===== src/rtl/rxp_pkg.sv =====
package rxp_pkg;
  typedef enum logic [2:0] {
    S_IDLE  = 3'd0,
    S_WCUR  = 3'd1,
    S_WNXT  = 3'd2,
    S_ADDR  = 3'd3,
    S_WLD   = 3'd4,
    S_FRAME = 3'd5,
    S_MISS  = 3'd6
  } rxp_state_t;
endpackage


===== src/rtl/rxp_ring_ptr.sv =====
module rxp_ring_ptr #(
  parameter int IDX_W = 3
) (
  input  logic             clk,
  input  logic             rst,
  input  logic [IDX_W-1:0] ring_last,
  input  logic             advance,
  output logic [IDX_W-1:0] cur_idx,
  output logic [IDX_W-1:0] nxt_idx,
  output logic             single
);
  assign single  = (ring_last == '0);
  assign nxt_idx = (cur_idx == ring_last) ? '0 : cur_idx + 1'b1;

  always_ff @(posedge clk) begin
    if (rst)          cur_idx <= '0;
    else if (advance) cur_idx <= nxt_idx;
  end

  p_idx_in_ring_r11: assert property (@(posedge clk) disable iff (rst)
    advance |=> (cur_idx <= ring_last));
endmodule


===== src/rtl/rxp_own_cache.sv =====
module rxp_own_cache (
  input  logic clk,
  input  logic rst,
  input  logic ld_cur,
  input  logic ld_nxt,
  input  logic own_val,
  input  logic shift,
  input  logic single,
  output logic cur_own,
  output logic nxt_own
);
  always_ff @(posedge clk) begin
    if (rst) begin
      cur_own <= 1'b0;
      nxt_own <= 1'b0;
    end else if (shift) begin
      cur_own <= single ? 1'b0 : nxt_own;
      nxt_own <= 1'b0;
    end else begin
      if (ld_cur) cur_own <= own_val;
      if (ld_nxt) nxt_own <= own_val;
    end
  end

  p_shift_moves_next_r11: assert property (@(posedge clk) disable iff (rst)
    (shift && !single) |=> (cur_own == $past(nxt_own)) && !nxt_own);
endmodule


===== src/rtl/rxp_miss_irq.sv =====
module rxp_miss_irq (
  input  logic clk,
  input  logic rst,
  input  logic set,
  input  logic clr,
  input  logic irq_en,
  input  logic miss_mask,
  output logic miss,
  output logic irq
);
  logic miss_n;
  assign miss_n = set | (miss & ~clr);

  always_ff @(posedge clk) begin
    if (rst) begin
      miss <= 1'b0;
      irq  <= 1'b0;
    end else begin
      miss <= miss_n;
      irq  <= miss_n & irq_en & ~miss_mask;
    end
  end

  p_irq_gated_r8: assert property (@(posedge clk) disable iff (rst)
    irq |-> $past(irq_en && !miss_mask));
  p_clear_works_r10: assert property (@(posedge clk) disable iff (rst)
    (clr && !set) |=> !miss);
endmodule


===== src/rtl/rx_own_poller.sv =====
module rx_own_poller
  import rxp_pkg::*;
#(
  parameter int IDX_W = 3
) (
  input  logic             clk,
  input  logic             rst,
  input  logic [IDX_W-1:0] ring_last,
  input  logic             poll_tick,
  input  logic             frame_start,
  input  logic             addr_done,
  input  logic             addr_accept,
  input  logic             frame_end,
  input  logic             buf_release,
  input  logic             irq_en,
  input  logic             miss_mask,
  input  logic             miss_clr,
  input  logic             rd_vld,
  input  logic             rd_own,
  output logic             rd_req,
  output logic [IDX_W-1:0] rd_idx,
  output logic [IDX_W-1:0] cur_idx,
  output logic             cur_owned,
  output logic             engaged,
  output logic             miss,
  output logic             irq
);
  rxp_state_t state;
  logic [IDX_W-1:0] nxt_idx;
  logic single, nxt_own, waiting, rel, ld_cur, ld_nxt, miss_set, want_nxt;

  assign waiting  = (state == S_WCUR) || (state == S_WNXT) || (state == S_WLD);
  assign rel      = buf_release && cur_owned && !waiting;
  assign ld_cur   = rd_vld && ((state == S_WCUR) || (state == S_WLD));
  assign ld_nxt   = rd_vld && (state == S_WNXT);
  assign miss_set = rd_vld && (state == S_WLD) && !rd_own;
  assign want_nxt = !single && !nxt_own;
  assign engaged  = (state != S_IDLE);

  rxp_ring_ptr #(.IDX_W(IDX_W)) u_ptr (
    .clk(clk), .rst(rst), .ring_last(ring_last), .advance(rel),
    .cur_idx(cur_idx), .nxt_idx(nxt_idx), .single(single)
  );

  rxp_own_cache u_cache (
    .clk(clk), .rst(rst), .ld_cur(ld_cur), .ld_nxt(ld_nxt), .own_val(rd_own),
    .shift(rel), .single(single), .cur_own(cur_owned), .nxt_own(nxt_own)
  );

  rxp_miss_irq u_miss (
    .clk(clk), .rst(rst), .set(miss_set), .clr(miss_clr),
    .irq_en(irq_en), .miss_mask(miss_mask), .miss(miss), .irq(irq)
  );

  always_ff @(posedge clk) begin
    if (rst) begin
      state  <= S_IDLE;
      rd_req <= 1'b0;
      rd_idx <= '0;
    end else begin
      rd_req <= 1'b0;
      case (state)
        S_IDLE: begin
          if (frame_start) begin
            state <= S_ADDR;
          end else if (poll_tick && !rel) begin
            if (!cur_owned) begin
              rd_req <= 1'b1;
              rd_idx <= cur_idx;
              state  <= S_WCUR;
            end else if (want_nxt) begin
              rd_req <= 1'b1;
              rd_idx <= nxt_idx;
              state  <= S_WNXT;
            end
          end
        end
        S_WCUR: begin
          if (rd_vld) begin
            if (want_nxt) begin
              rd_req <= 1'b1;
              rd_idx <= nxt_idx;
              state  <= S_WNXT;
            end else begin
              state <= S_IDLE;
            end
          end
        end
        S_WNXT: if (rd_vld) state <= S_IDLE;
        S_ADDR: begin
          if (frame_end) begin
            state <= S_IDLE;
          end else if (addr_done) begin
            if (addr_accept && !cur_owned) begin
              rd_req <= 1'b1;
              rd_idx <= cur_idx;
              state  <= S_WLD;
            end else begin
              state <= S_FRAME;
            end
          end
        end
        S_WLD:   if (rd_vld) state <= rd_own ? S_FRAME : S_MISS;
        S_FRAME: if (frame_end) state <= S_IDLE;
        S_MISS:  if (frame_end) state <= S_IDLE;
        default: state <= S_IDLE;
      endcase
    end
  end

  p_single_pulse_r2: assert property (@(posedge clk) disable iff (rst)
    rd_req |=> !rd_req);
  p_cached_no_read_r4: assert property (@(posedge clk) disable iff (rst)
    (state == S_IDLE && !frame_start && poll_tick && cur_owned && !want_nxt) |=> !rd_req);
  p_single_ring_idx_r3: assert property (@(posedge clk) disable iff (rst)
    (rd_req && single) |-> (rd_idx == '0));
  p_quiet_after_miss_r9: assert property (@(posedge clk) disable iff (rst)
    (state == S_MISS) |=> !rd_req);
  p_miss_from_read_r8: assert property (@(posedge clk) disable iff (rst)
    $rose(miss) |-> $past(rd_vld && !rd_own));
  p_reject_quiet_r5: assert property (@(posedge clk) disable iff (rst)
    (state == S_ADDR && addr_done && !addr_accept) |=> !rd_req);
endmodule


===== config.mk =====
export PLATFORM = sky130hd
export DESIGN_NAME = rx_own_poller
export DESIGN_NICKNAME = d
export VERILOG_FILES = /design/src/rtl/rxp_pkg.sv /design/src/rtl/rxp_ring_ptr.sv /design/src/rtl/rxp_own_cache.sv /design/src/rtl/rxp_miss_irq.sv /design/src/rtl/rx_own_poller.sv
export SDC_FILE = /design/constraint.sdc
export NUM_CORES = 1
export LEC_CHECK = 0
export ABC_AREA = 1
export BUFFER_PORTS_ARGS = -buffer_cell sky130_fd_sc_hd__buf_4
export CAP_MARGIN = 15
export CORE_AREA = 2 2 50 52
export DETAILED_ROUTE_END_ITERATION = 8
export DIE_AREA = 0 0 52 54
export HOLD_SLACK_MARGIN = 0.03
export PLACE_DENSITY = 0.73
export SYNTH_ARGS = -nofsm -noshare
export SYNTH_HDL_FRONTEND = slang
export SYNTH_HIERARCHICAL = 1
export SYNTH_SLANG_ARGS = --single-unit

===== constraint.sdc =====
create_clock -name clk -period 1.25 [get_ports clk]
set_input_delay 0.375 -clock clk [delete_from_list [all_inputs] [get_ports clk]]
set_output_delay 0.375 -clock clk [all_outputs]
set_load 0.005 [all_outputs]

# Yosys cells after proc, flatten, opt, wreduce, memory -nomap -nowiden
# Cells that the tools add are included.
[word_totals]
regBits = 14
in_bits = 16
word_cells = 97
[classes]
reduce_logical = 27
n_eq_ne = 19
add_sub_neg = 1
bitwise = 6
mux = 36
[ops]
columns = ["cell", "count"]
rows = [
  ["$mux W3", 19],
  ["$pmux W3 S6", 1],
  ["$ne A2 B2 Y1 const B", 8],
  ["$reduce_and A7 Y1", 2],
  ["$mux W1", 12],
  ["$eq A3 B3 Y1 const B", 3],
  ["$logic_and A1 B1 Y1", 9],
  ["$pmux W3 S3", 1],
  ["$eq A3 B2 Y1 const B", 2],
  ["$logic_not A1 Y1", 6],
  ["$logic_not A3 Y1", 2],
  ["$ne A3 B3 Y1 const B", 2],
  ["$reduce_bool A3 Y1", 2],
  ["$mux W2", 2],
  ["$ne A4 B4 Y1 const B", 1],
  ["$reduce_or A2 Y1", 2],
  ["$add A3 B1 Y3 const B", 1],
  ["$and A1 B1 Y1", 3],
  ["$eq A3 B1 Y1 const B", 1],
  ["$eq A3 B3 Y1", 1],
  ["$logic_or A1 B1 Y1", 3],
  ["$pmux W1 S3", 1],
  ["$ne A2 B1 Y1 const B", 1],
  ["$not A1 Y1", 2],
  ["2 further kinds", 2],
]

# Depth between registers and ports, before layout
# Gate-level depths: netlist of run 1.
[depth]
ltp_word = 10
depth_mapped = 12
depth_no_buf = 12

# By module
# Netlist of run 1, hierarchy kept.
[by_module_without_submodules]
columns = ["module", "area_per_inst_um2", "cells_each", "instances", "seq_area_each_um2"]
rows = [
  ["rx_own_poller", 628.1, 111, 1, 140.1],
  ["rxp_ring_ptr", 198.9, 31, 1, 60.1],
  ["rxp_own_cache", 105.1, 19, 1, 40.0],
  ["rxp_miss_irq", 82.6, 12, 1, 40.0],
]

# Worst setup path after synthesis of run 1
# No wires, ideal clock.
[synth_path]
kind = "register -> register"
startpoint = "register u_ptr.cur_idx[0]"
endpoint = "register rd_idx[2]"
setup_ns = 0.113
path_buffers = 0
arrival_ns = 1.178
stages_incl_launch_ff = 11
required_ns = 1.137
setup_slack_ns = -0.041
cell_sequence = "dfxtp_1 ha_1 xor2_1 nand2_1 inv_1 o21ai_0 nand2_1 inv_1 nand3_1 nand2_1 nor2_1"
[synth_via]
elab_chain_len = 7
word_cells_on_any_way = 9
[synth_rtl]
columns = ["item", "line", "rtl"]
rows = [
  ["start: declaration", "rxp_ring_ptr.sv:8", "output logic [IDX_W-1:0] cur_idx,"],
  ["start signal: assignment", "rxp_ring_ptr.sv:17", "else if (advance) cur_idx <= nxt_idx;"],
  ["$add A3 B1 Y3 / $eq A3 B3 Y1 (equally long branches)", "rxp_ring_ptr.sv:13", "assign nxt_idx = (cur_idx == ring_last) ? '0 : cur_idx + 1'b1;"],
  ["$mux W3 (*)", "rxp_ring_ptr.sv:13", ""],
  ["via nxt_idx[2]", "rx_own_poller.sv:29", "logic [IDX_W-1:0] nxt_idx;"],
  ["$mux W3 (*)", "rx_own_poller.sv:71, rx_own_poller.sv:80", ""],
  ["$mux W3", "rx_own_poller.sv:67", "if (!cur_owned) begin"],
  ["$mux W3", "rx_own_poller.sv:66", "end else if (poll_tick && !rel) begin"],
  ["$mux W3", "rx_own_poller.sv:64", "if (frame_start) begin"],
  ["$pmux W3 S3 (*)", "rx_own_poller.sv:62", "case (state)"],
  ["end signal: assignment", "rx_own_poller.sv:69", "rd_idx <= cur_idx;"],
  ["end signal: assignment", "rx_own_poller.sv:73", "rd_idx <= nxt_idx;"],
  ["end signal: assignment", "rx_own_poller.sv:82", "rd_idx <= nxt_idx;"],
  ["end: declaration", "rx_own_poller.sv:21", "output logic [IDX_W-1:0] rd_idx,"],
]
# The timed path passes the listed nets; every way through them passes the cells marked *. The select of a mux whose other input is x is not followed.
# A chain may end at the register's enable or synchronous reset.

# Worst setup path in the final report of run 1
[layout_path]
startpoint = "register state[0]"
endpoint = "output port engaged"
[layout_via]
elab_chain_len = 1
[layout_rtl]
columns = ["item", "line", "rtl"]
rows = [
  ["start: declaration", "rx_own_poller.sv:28", "rxp_state_t state;"],
  ["start signal: assignment", "rx_own_poller.sv:103", "S_WLD: if (rd_vld) state <= rd_own ? S_FRAME : S_MISS;"],
  ["$reduce_bool A3 Y1", "rx_own_poller.sv:38", "assign engaged = (state != S_IDLE);"],
  ["end: declaration", "rx_own_poller.sv:24", "output logic engaged,"],
]
# Every way passes these cells.

==> out/qor.yml, run 1 <==
status: "complete, but fails checks"
failed_checks: "negative setup slack"
synth_nets: 190
via_per_inst: 4.96
worst_ep_required_time_ns: 0.88
syn_area_sq_um: 1010
fmax_mhz: 706
skew_ns: 0.00823
io_buffers: 26
die_y_um: 54
p_comb_frac: 0.672
worstPathMaxFanout: 2
power.leakage_nw: 0.949
end_kind: "output pin"
drive_gt1_frac: 0.531
seqCellArea_sq_um: 297
vdd_ir_drop_max_uv: 1180
p_total_mw: 3.12
dr.pass1.iters: 5
multi_input_area_sq_um: 773
hold_path_class: "in -> reg"
layout.cells.non_filler: 269
grt_usage: 0.245
critPathKind: "reg -> out"
root_buffer: "clkbuf_4"
cts.clk_slew.worst_paths_ns: 0.08
place_ws_ns: -0.252
syn_inst: 173
p_sw_frac: 0.428
final_common_cell: "buf_4"
setup_viol_count_final: 14
crit_path_end: "engaged"
ys_warn_count: 6
hold_viol: 0
initial_core_util: 0.437
synth_seq_area_share: 0.276
grt_pass1_wl_um: 5130
maxSlewViolCount: 0
post-route-period-util: 1.13
p_seq_frac: 0.218
cts.hold.buffers_added: 0
grt_overflow: 0
antenna_found_initial: 0
drtIter0Drc: 35
fin_nets: 257
dieWidth_um: 52
drc: 0
synth_edf_count: 0
grt_pass1_vias: 1220
wl_um: 3540
grt_max_degree: 9
dp_cells: 251
ys_seq_elements: 14
core_area_sq_um: 2320
ys.flop_type: "dfxtp_1"
filler_cell_count: 171
dr_total_vias: 1335
crit_path_start: "state[0]$_SDFFE_PP0P_"
p_per_area_nw_per_um2: 1740
gp_congestion: 0.915
area_delta_synth_final_pct: 76.6
ff2ff_path_depth: 8
ant_nets: 0
clock_latency_ns: 0.29
synthArstFlopShare: 0
cts_tree: "yes"
p_clk_frac: 0.109
max_slew_margin: 0.827
cts.sinks: 14
internal-power_mw: 1.78
insertedDiodeCount: 0
yosys.cell_types.count: 22
r2r-start: "state[0]$_SDFFE_PP0P_"
r2r_slack_ns: -0.14
num_rows: 18
syn_area_per_cell_sq_um: 5.87
critical_path_arrival_ns: 1.04
rsz0062_at_grt: "true"
power.net_switching_mw: 1.33
cap_violations: 0
fin_crit_ns: 1.42
worst_slack_ns: -0.166
cts_inserted_buffers: 3
dieArea_sq_um: 2810
wl_per_cell_um: 13.1
reg2reg_to: "rd_idx[0]$_SDFFE_PP0P_"
final_cell_mix: "buf_4, nand2_1, inv_1, nor2_1"
start_kind: "flip-flop"
clockBufferDepth: 2
dp_hpwl_um: 2190
ios: 27
cts_htree_levels: 1
tightest_slew_ns: 0.259
registers in the layout (all words and copies together), names as in the netlist:
| signal | flops |
|---|---|
| rd_idx | 3 |
| state | 3 |
| u_ptr/cur_idx | 3 |
| rd_req | 1 |
| u_cache/cur_own | 1 |
| u_cache/nxt_own | 1 |
| u_miss/irq | 1 |
| u_miss/miss | 1 |
layer usage:
metal / wire length (um) / track usage
met1: 1490 / 0.271
met2: 1870 / 0.477
met3: 96 / 0.0194
met4: 83 / 0.105
met5: 0 / 0
per-stage QoR:
step / util / hold slack (ns) / TNS [ns] / instance area (sq um)
after floorplan: - / 0.446 / 0 / 1030
after global placement: 0.614 / 0.460 / -1.81 / 1430
after detailed placement: 0.614 / 0.475 / -2.14 / 1430
after CTS: 0.719 / 0.289 / -0.749 / 1670
after global routing: 0.772 / 0.298 / -2.48 / 1790
final: 0.772 / 0.290 / -1.29 / 1790
power by group through the flow:
stage / sequential, mW / clock (mW) / combinational [mW]
3_5_place_dp: 0.668 / 0 / 1.42
4_1_cts: 0.670 / 0.351 / 1.80
2_1_floorplan: 0.671 / 0 / 0.803
5_1_grt: 0.694 / 0.359 / 2.27
6_report: 0.680 / 0.341 / 2.10
3_3_place_gp: 0.664 / 0 / 1.39
Yosys cell counts, types with 2 or more instances:
cell type,count,share of area
dfxtp_1,14,0.28
nand2_2,5,0.031
inv_1,33,0.12
nand2_1,44,0.16
nand3_1,14,0.069
nor2_2,3,0.018
nor3_1,3,0.015
a21oi_1,10,0.049
inv_2,3,0.011
nand3_2,2,0.020
nor2_1,24,0.089
o21ai_0,7,0.035
o21ai_2,2,0.017
worst max-delay path, stage by stage (launching register included):
cell	delay [ns]
dfxtp_4	0.36
nor2_4	0.11
nand2_2	0.07
buf_6	0.11
buf_6	0.10
worst min-delay path by stage:
stage,start,endpoint,cells after the start
after detailed placement,u_cache/nxt_own$_SDFFE_PP0P_,u_cache/nxt_own$_SDFFE_PP0P_,2
final,rst,rd_req$_SDFF_PP0_,2
after global routing,rst,rd_req$_SDFF_PP0_,2
after CTS,rst,rd_req$_SDFF_PP0_,2
after global placement,u_cache/nxt_own$_SDFFE_PP0P_,u_cache/nxt_own$_SDFFE_PP0P_,2
after floorplan,rst,rd_req$_SDFF_PP0_,1
cell families (layout without fill, tap and decap cells):
family	Yosys count	after routing	synth area share
adders and majority gates	1	1	0.0123
and+or+nand+nor	98	98	0.439
buffers and inverters	36	102	0.133
xor gates and xnor gates	2	2	0.0173
DFF	14	14	0.276
AOI/OAI and AO/OA	22	22	0.122
final cells by class:
cell class              count  area share
well taps                  30      0.0209
clock buffers               4      0.0203
flip-flops and latches     14       0.166
repair buffers             62       0.281
multi-input cells         123       0.432
inverters                  36      0.0810
what timing repair did:
action / CTS / global route
setup endpoints to repair: 19 / 18
resized for setup: 45 / 29
cloned: 0 / 0
buffers inserted: 12 / 4
pin swaps: 4 / 12
(Power assumes the default switching activity.)
==> inputs of run 2 (changes only) <==
--- a/config.mk
+++ b/config.mk
@@ -8,11 +8,11 @@
 export ABC_AREA = 1
 export BUFFER_PORTS_ARGS = -buffer_cell sky130_fd_sc_hd__buf_4
 export CAP_MARGIN = 15
-export CORE_AREA = 2 2 50 52
+export CORE_AREA = 2 2 48 50
 export DETAILED_ROUTE_END_ITERATION = 8
-export DIE_AREA = 0 0 52 54
+export DIE_AREA = 0 0 50 52
 export HOLD_SLACK_MARGIN = 0.03
-export PLACE_DENSITY = 0.73
+export PLACE_DENSITY = 0.75
 export SYNTH_ARGS = -nofsm -noshare
 export SYNTH_HDL_FRONTEND = slang
 export SYNTH_HIERARCHICAL = 1
==> constraint.sdc (replaced) <==
create_clock -name clk -period 1.6 [get_ports clk]
set_input_delay 0.48 -clock clk [delete_from_list [all_inputs] [get_ports clk]]
set_output_delay 0.48 -clock clk [all_outputs]
set_load 0.005 [all_outputs]
==> run 2 against run 1 <==
  * The run now ends clean
  * Critical path depth down 1
  * Worst hold slack improved by 0.10 ns
  * Core utilization fell by 16 points
  * Setup slack improved by 0.26 ns
  * Final cell count shrank 14%
  * Flip-flop and latch count unchanged
  * Critical endpoint unchanged
  * Largest power group unchanged
==> out/qor.yml, run 2 (synthesized netlist as in run 1, its figures left out) <==
status: "finished clean"
p_comb_frac: 0.533  # -0.139
p_per_area_nw_per_um2: 1320  # -24%
cts_setup_buffers: 0  # -12
cts.sinks: 14  # unchanged
final_cell_area_sq_um: 1290  # -28%
layout.cells.non_filler: 231  # -14%
cp_cell_sequence: "nor2_4, nand2_2, buf_4"
cts.clk_slew.worst_paths_ns: 0.09  # about the same
gp_congestion: 0.903  # -1.4%
post-route-util: 0.613  # -0.160
area_delta_synth_final_pct: 27.1
grt_pass1_vias: 1028  # -16%
power.leakage_nw: 0.723  # -24%
wl_per_cell_um: 10.3  # -22%
dr.pass1.iters: 4  # -1
grt_pass1_wl_um: 4030  # -21%
grt_usage: 0.200  # -0.0452
p_clk_frac: 0.149  # +0.040
critPathSlowestCell: "dfxtp_2"
worst_slack_ns: 0.0934  # +0.259 ns
via_per_inst: 4.97  # +0.23%
place_ws_ns: -0.0642  # +0.188 ns
drive_gt1_frac: 0.251  # -0.280
start_kind: "flip-flop"
hold_path_class: "in -> reg"
grt_max_degree: 9  # unchanged
end_kind: "output pin"
critical_path_arrival_ns: 1.03  # about the same
core_area_sq_um: 2110  # -9.2%
p_seq_frac: 0.318  # +0.100
dieArea_sq_um: 2600  # -7.4%
hold_viol: 0  # unchanged
maxSlewViolCount: 0  # unchanged
fin_crit_ns: 1.51
cts_tree: "yes"
root_buffer: "clkbuf_4"
fmax_mhz: 664
multi_input_area_sq_um: 604  # -22%
dp_hpwl_um: 1940  # -11%
clockBufferDepth: 2  # unchanged
ios: 27  # unchanged
setup_viol_count_final: 0  # -14
cp_num_buf_inv: 1  # -1
dr_total_vias: 1149  # -14%
final_common_cell: "nand2_1"
vdd_ir_drop_max_uv: 715  # -39%
final_cell_mix: "nand2_1, inv_1, buf_4, nor2_1, nand3_1"
internal-power_mw: 0.952  # -47%
setup_tns_ns: 0  # +1.29 ns
fin_nets: 221  # -14%
cts_htree_levels: 1  # unchanged
filler_cell_count: 206  # +20%
skew_ns: 0.00161  # -0.00662 ns
max_slew_margin: 0.825  # -0.00243
p_sw_frac: 0.439  # +0.0113
cts_inserted_buffers: 3  # unchanged
drc: 0  # unchanged
cpLargestDelayFamily: "flip-flops"
ant_nets: 0  # unchanged
power.net_switching_mw: 0.746  # -44%
dp_cells: 227  # -9.6%
antenna_found_initial: 0  # unchanged
num_rows: 17  # -1
dieWidth_um: 50  # -3.8%
tightest_slew_ns: 0.263  # +0.00424 ns
die_y_um: 52  # -3.7%
clock_latency_ns: 0.27  # -0.02 ns
grt_overflow: 0  # unchanged
rsz0062_at_grt: "false"
dpl-instance-area_sq_um: 1240  # -13%
seqCellArea_sq_um: 284  # -4.2%
critPathKind: "reg -> out"
drtIter0Drc: 47  # +34%
worstPathMaxFanout: 5  # +3
post-route-period-util: 0.942
insertedDiodeCount: 0  # unchanged
cap_violations: 0  # unchanged
slowest_delay_ns: 0.36  # about the same
initial_core_util: 0.482  # +0.0444
worst_ep_required_time_ns: 1.12  # +0.24 ns
wl_um: 2380  # -33%
io_buffers: 26  # unchanged
top_regs: "rd_idx x3, state x3, u_ptr/cur_idx x3"
[run 2: changes by cell type in the layout (fill, tap and decap cells not counted), sizes merged]
cell and delta:
buf -36
[run 2: path summary, 6_finish.rpt]
check / start / endpoint / slack [ns] / depth (start not counted)
setup reg to reg: u_ptr/cur_idx[0]$_SDFFE_PP0P_ / rd_idx[2]$_SDFFE_PP0P_ / 0.16 / 10
setup / recovery: state[1]$_SDFFE_PP0P_ / engaged / 0.09 / 3
hold reg to reg: u_cache/nxt_own$_SDFFE_PP0P_ / u_cache/nxt_own$_SDFFE_PP0P_ / 0.49 / 2
hold / removal: rst / rd_req$_SDFF_PP0_ / 0.39 / 2
[run 2: power groups by stage]
stage / sequential, mW / combinational (mW) / clock (mW)
final: 0.540 / 0.904 / 0.254
after global placement: 0.532 / 0.861 / 0
after detailed placement: 0.533 / 0.889 / 0
after floorplan: 0.522 / 0.624 / 0
after CTS: 0.528 / 0.894 / 0.261
after global routing: 0.555 / 1.01 / 0.277
[run 2: through the flow]
| step | hold WS [ns] | total power, mW |
|---|---|---|
| global route | 0.396 | 1.85 |
| global placement | 0.473 | 1.39 |
| detailed placement | 0.473 | 1.42 |
| floorplan | 0.443 | 1.15 |
| finish | 0.394 | 1.70 |
| CTS | 0.397 | 1.68 |
[run 2: area by class of cell]
cell class              count  area share
well taps                  28      0.0272
inverters                  36       0.105
multi-input cells         123       0.468
repair buffers             26       0.151
clock buffers               4      0.0281
flip-flops and latches     14       0.220
[run 2: metal layers]
metal / part of all wire / vias to the layer above / GRT usage
li1: - / 593 / -
met4: 0.015 / 0 / 0.0880
met2: 0.48 / 46 / 0.346
met1: 0.43 / 504 / 0.236
met3: 0.079 / 6 / 0.0431
met5: 0 / - / 0
[run 2: what timing repair did]
item,4_1_cts,5_1_grt
hold buffers,0,0
resized for setup,1,3
endpoints found under the setup margin,1,1
[run 2: worst register-to-register path, stage by stage (launching register included)]
cell and delay [ns]:
dfxtp_1 0.37, ha_1 0.23, xor2_1 0.14, nand2_1 0.10, inv_1 0.05, o21ai_0 0.16
nand2_1 0.06, inv_1 0.05, nand3_1 0.07, nand2_1 0.07, nor2_1 0.04
==> inputs of run 3 (changes only) <==
--- a/config.mk
+++ b/config.mk
@@ -8,11 +8,12 @@
 export ABC_AREA = 1
 export BUFFER_PORTS_ARGS = -buffer_cell sky130_fd_sc_hd__buf_4
 export CAP_MARGIN = 15
-export CORE_AREA = 2 2 48 50
+export CORE_AREA = 2 2 46 52
 export DETAILED_ROUTE_END_ITERATION = 8
-export DIE_AREA = 0 0 50 52
+export DIE_AREA = 0 0 48 54
 export HOLD_SLACK_MARGIN = 0.03
 export PLACE_DENSITY = 0.75
+export RECOVER_POWER = 50
 export SYNTH_ARGS = -nofsm -noshare
 export SYNTH_HDL_FRONTEND = slang
 export SYNTH_HIERARCHICAL = 1
==> constraint.sdc (replaced) <==
create_clock -name clk -period 1.6 [get_ports clk]
set_input_delay 0.16 -clock clk [delete_from_list [all_inputs] [get_ports clk]]
set_output_delay 0.16 -clock clk [all_outputs]
set_load 0.005 [all_outputs]
==> run 3 against run 2 <==
  * Global-route usage is 3.3 points higher
  * Clock power hardly changed
  * Clock skew up 0.0011 ns
  * Critical endpoint is now u_ptr/cur_idx[1]$_SDFFE_PP0P_
  * Highest routed layer unchanged
==> out/qor.yml, run 3 (synthesized netlist as in run 1, its figures left out) <==
status: "finished clean"
final_cell_mix: "nand2_1, inv_1, nor2_1, buf_4, nand3_1"
vdd_ir_drop_max_uv: 773  # +8.1%
ant_nets: 0  # unchanged
final_common_cell: "nand2_1"
grt_usage: 0.233  # +0.0334
setup_viol_count_final: 0  # unchanged
worst_slack_ns: 0.165  # +0.0716 ns
worstPathMaxFanout: 8  # +3
filler_cell_count: 210  # +1.9%
place_ws_ns: 0.177  # +0.241 ns
hold_viol: 0  # unchanged
clock_latency_ns: 0.29  # +0.02 ns
initial_core_util: 0.474  # -0.00761
cts_tree: "yes"
setup_tns_ns: 0  # unchanged
critical_path_arrival_ns: 1.61  # +0.58 ns
end_kind: "flip-flop"
dieArea_sq_um: 2590  # -0.31%
insertedDiodeCount: 0  # unchanged
dr.pass1.iters: 4  # unchanged
p_per_area_nw_per_um2: 1320  # +0.25%
cts_htree_levels: 1  # unchanged
r2r_slack_ns: 0.16  # about the same
reg2reg_to: "u_ptr/cur_idx[1]$_SDFFE_PP0P_"
critPathKind: "reg -> reg"
max_slew_margin: 0.828  # +0.00349
root_buffer: "clkbuf_4"
skew_ns: 0.00269  # +0.00108 ns
dr_total_vias: 1159  # +0.87%
layout.cells.non_filler: 233  # +0.87%
io_buffers: 26  # unchanged
power.leakage_nw: 0.717  # -0.85%
cts.clk_slew.worst_paths_ns: 0.08  # about the same
cap_violations: 0  # unchanged
worst_ep_required_time_ns: 1.77  # +0.65 ns
rsz0062_at_grt: "false"
p_total_mw: 1.70  # about the same
grt_pass1_vias: 1050  # +2.1%
grt_overflow: 0  # unchanged
drive_gt1_frac: 0.251  # unchanged
drc: 0  # unchanged
fin_nets: 221  # unchanged
num_rows: 18  # +1
area_delta_synth_final_pct: 26.9
grt_max_degree: 9  # unchanged
post-route-period-util: 0.897  # -0.0447
hold_path_class: "in -> reg"
drtIter0Drc: 37  # -21%
dieWidth_um: 48  # -4.0%
via_per_inst: 4.97  # about the same
clockBufferDepth: 2  # unchanged
fmax_mhz: 697  # +5.0%
maxSlewViolCount: 0  # unchanged
dp_cells: 229  # +0.88%
die_y_um: 54  # +3.8%
cts.sinks: 14  # unchanged
hp-start: "rst"
grt_pass1_wl_um: 4220  # +4.8%
start_kind: "flip-flop"
ff2ff_path_depth: 8  # -2
gp_congestion: 0.917  # +1.6%
top_regs: "rd_idx x3, state x3, u_ptr/cur_idx x3"
wl_um: 2680  # +12%
hold_depth: 2  # unchanged
fin_crit_ns: 1.44  # -0.0716 ns
r2r-start: "state[1]$_SDFFE_PP0P_"
whs_ns: 0.0661  # -0.328 ns
ios: 27  # unchanged
cts_inserted_buffers: 3  # unchanged
wl_per_cell_um: 11.5  # +11%
hold_path_end: "rd_req$_SDFF_PP0_"
tightest_slew_ns: 0.258  # -0.00492 ns
antenna_found_initial: 0  # unchanged
dp_hpwl_um: 2090  # +7.5%
core_area_sq_um: 2140  # +1.6%
run 3: worst max path at each step:
stage                                              from                       endpoint  slack (ns)  cells after the start
after CTS                         state[2]$_SDFFE_PP0P_  u_ptr/cur_idx[1]$_SDFFE_PP0P_        0.11                      8
after global placement    u_ptr/cur_idx[0]$_SDFFE_PP0P_         rd_idx[2]$_SDFFE_PP0P_        0.20                     10
final                             state[1]$_SDFFE_PP0P_  u_ptr/cur_idx[1]$_SDFFE_PP0P_        0.16                      8
after floorplan           u_ptr/cur_idx[0]$_SDFFE_PP0P_         rd_idx[2]$_SDFFE_PP0P_        0.31                     10
after detailed placement          state[0]$_SDFFE_PP0P_         rd_idx[2]$_SDFFE_PP0P_        0.18                      9
after global routing      u_ptr/cur_idx[0]$_SDFFE_PP0P_         rd_idx[0]$_SDFFE_PP0P_        0.02                     11
run 3: through the flow:
stage	utilization	instance area (sq um)
floorplan	-	1010
finish	0.602	1290
global route	0.602	1290
CTS	0.600	1280
global placement	0.583	1250
detailed placement	0.583	1250
run 3: cell type report:
| cell class | instances | area, sq um | area share |
|---|---|---|---|
| multi-input combinational | 123 | 599 | 0.466 |
| sequential | 14 | 284 | 0.221 |
| timing repair buffer | 26 | 195 | 0.152 |
| inverter | 36 | 135 | 0.105 |
| tap | 30 | 37.5 | 0.0292 |
| clock buffer | 4 | 36.3 | 0.0282 |
run 3: critical path: stages (launching register included):
cell and delay [ns]:
dfxtp_1 0.37, nor2_2 0.19, nand2_2 0.12, nand2_1 0.10
inv_2 0.04, nand2_2 0.08, inv_1 0.12, o21ai_0 0.23
a21oi_1 0.08
run 3: repair_timing:
item / in CTS / in global routing
hold buffers: 0 / 0
buffers inserted: 0 / 0
gates resized for setup: 0 / 3
endpoints found under the setup margin: 0 / 4
run 3: power breakdown:
part           internal, mW  total (mW)  switching [mW]
Clock                 0.139       0.257           0.119
Sequential            0.436       0.531          0.0947
Combinational         0.366       0.910           0.544
run 3: routing by layer:
metal | vias up | wire length [um] | part of all wire | global-route usage
met5 | - | 0 | 0 | 0
met1 | 518 | 1120 | 0.42 | 0.261
li1 | 592 | - | - | -
met2 | 38 | 1340 | 0.50 | 0.409
met4 | 0 | 97 | 0.036 | 0.135
met3 | 11 | 122 | 0.046 | 0.0268
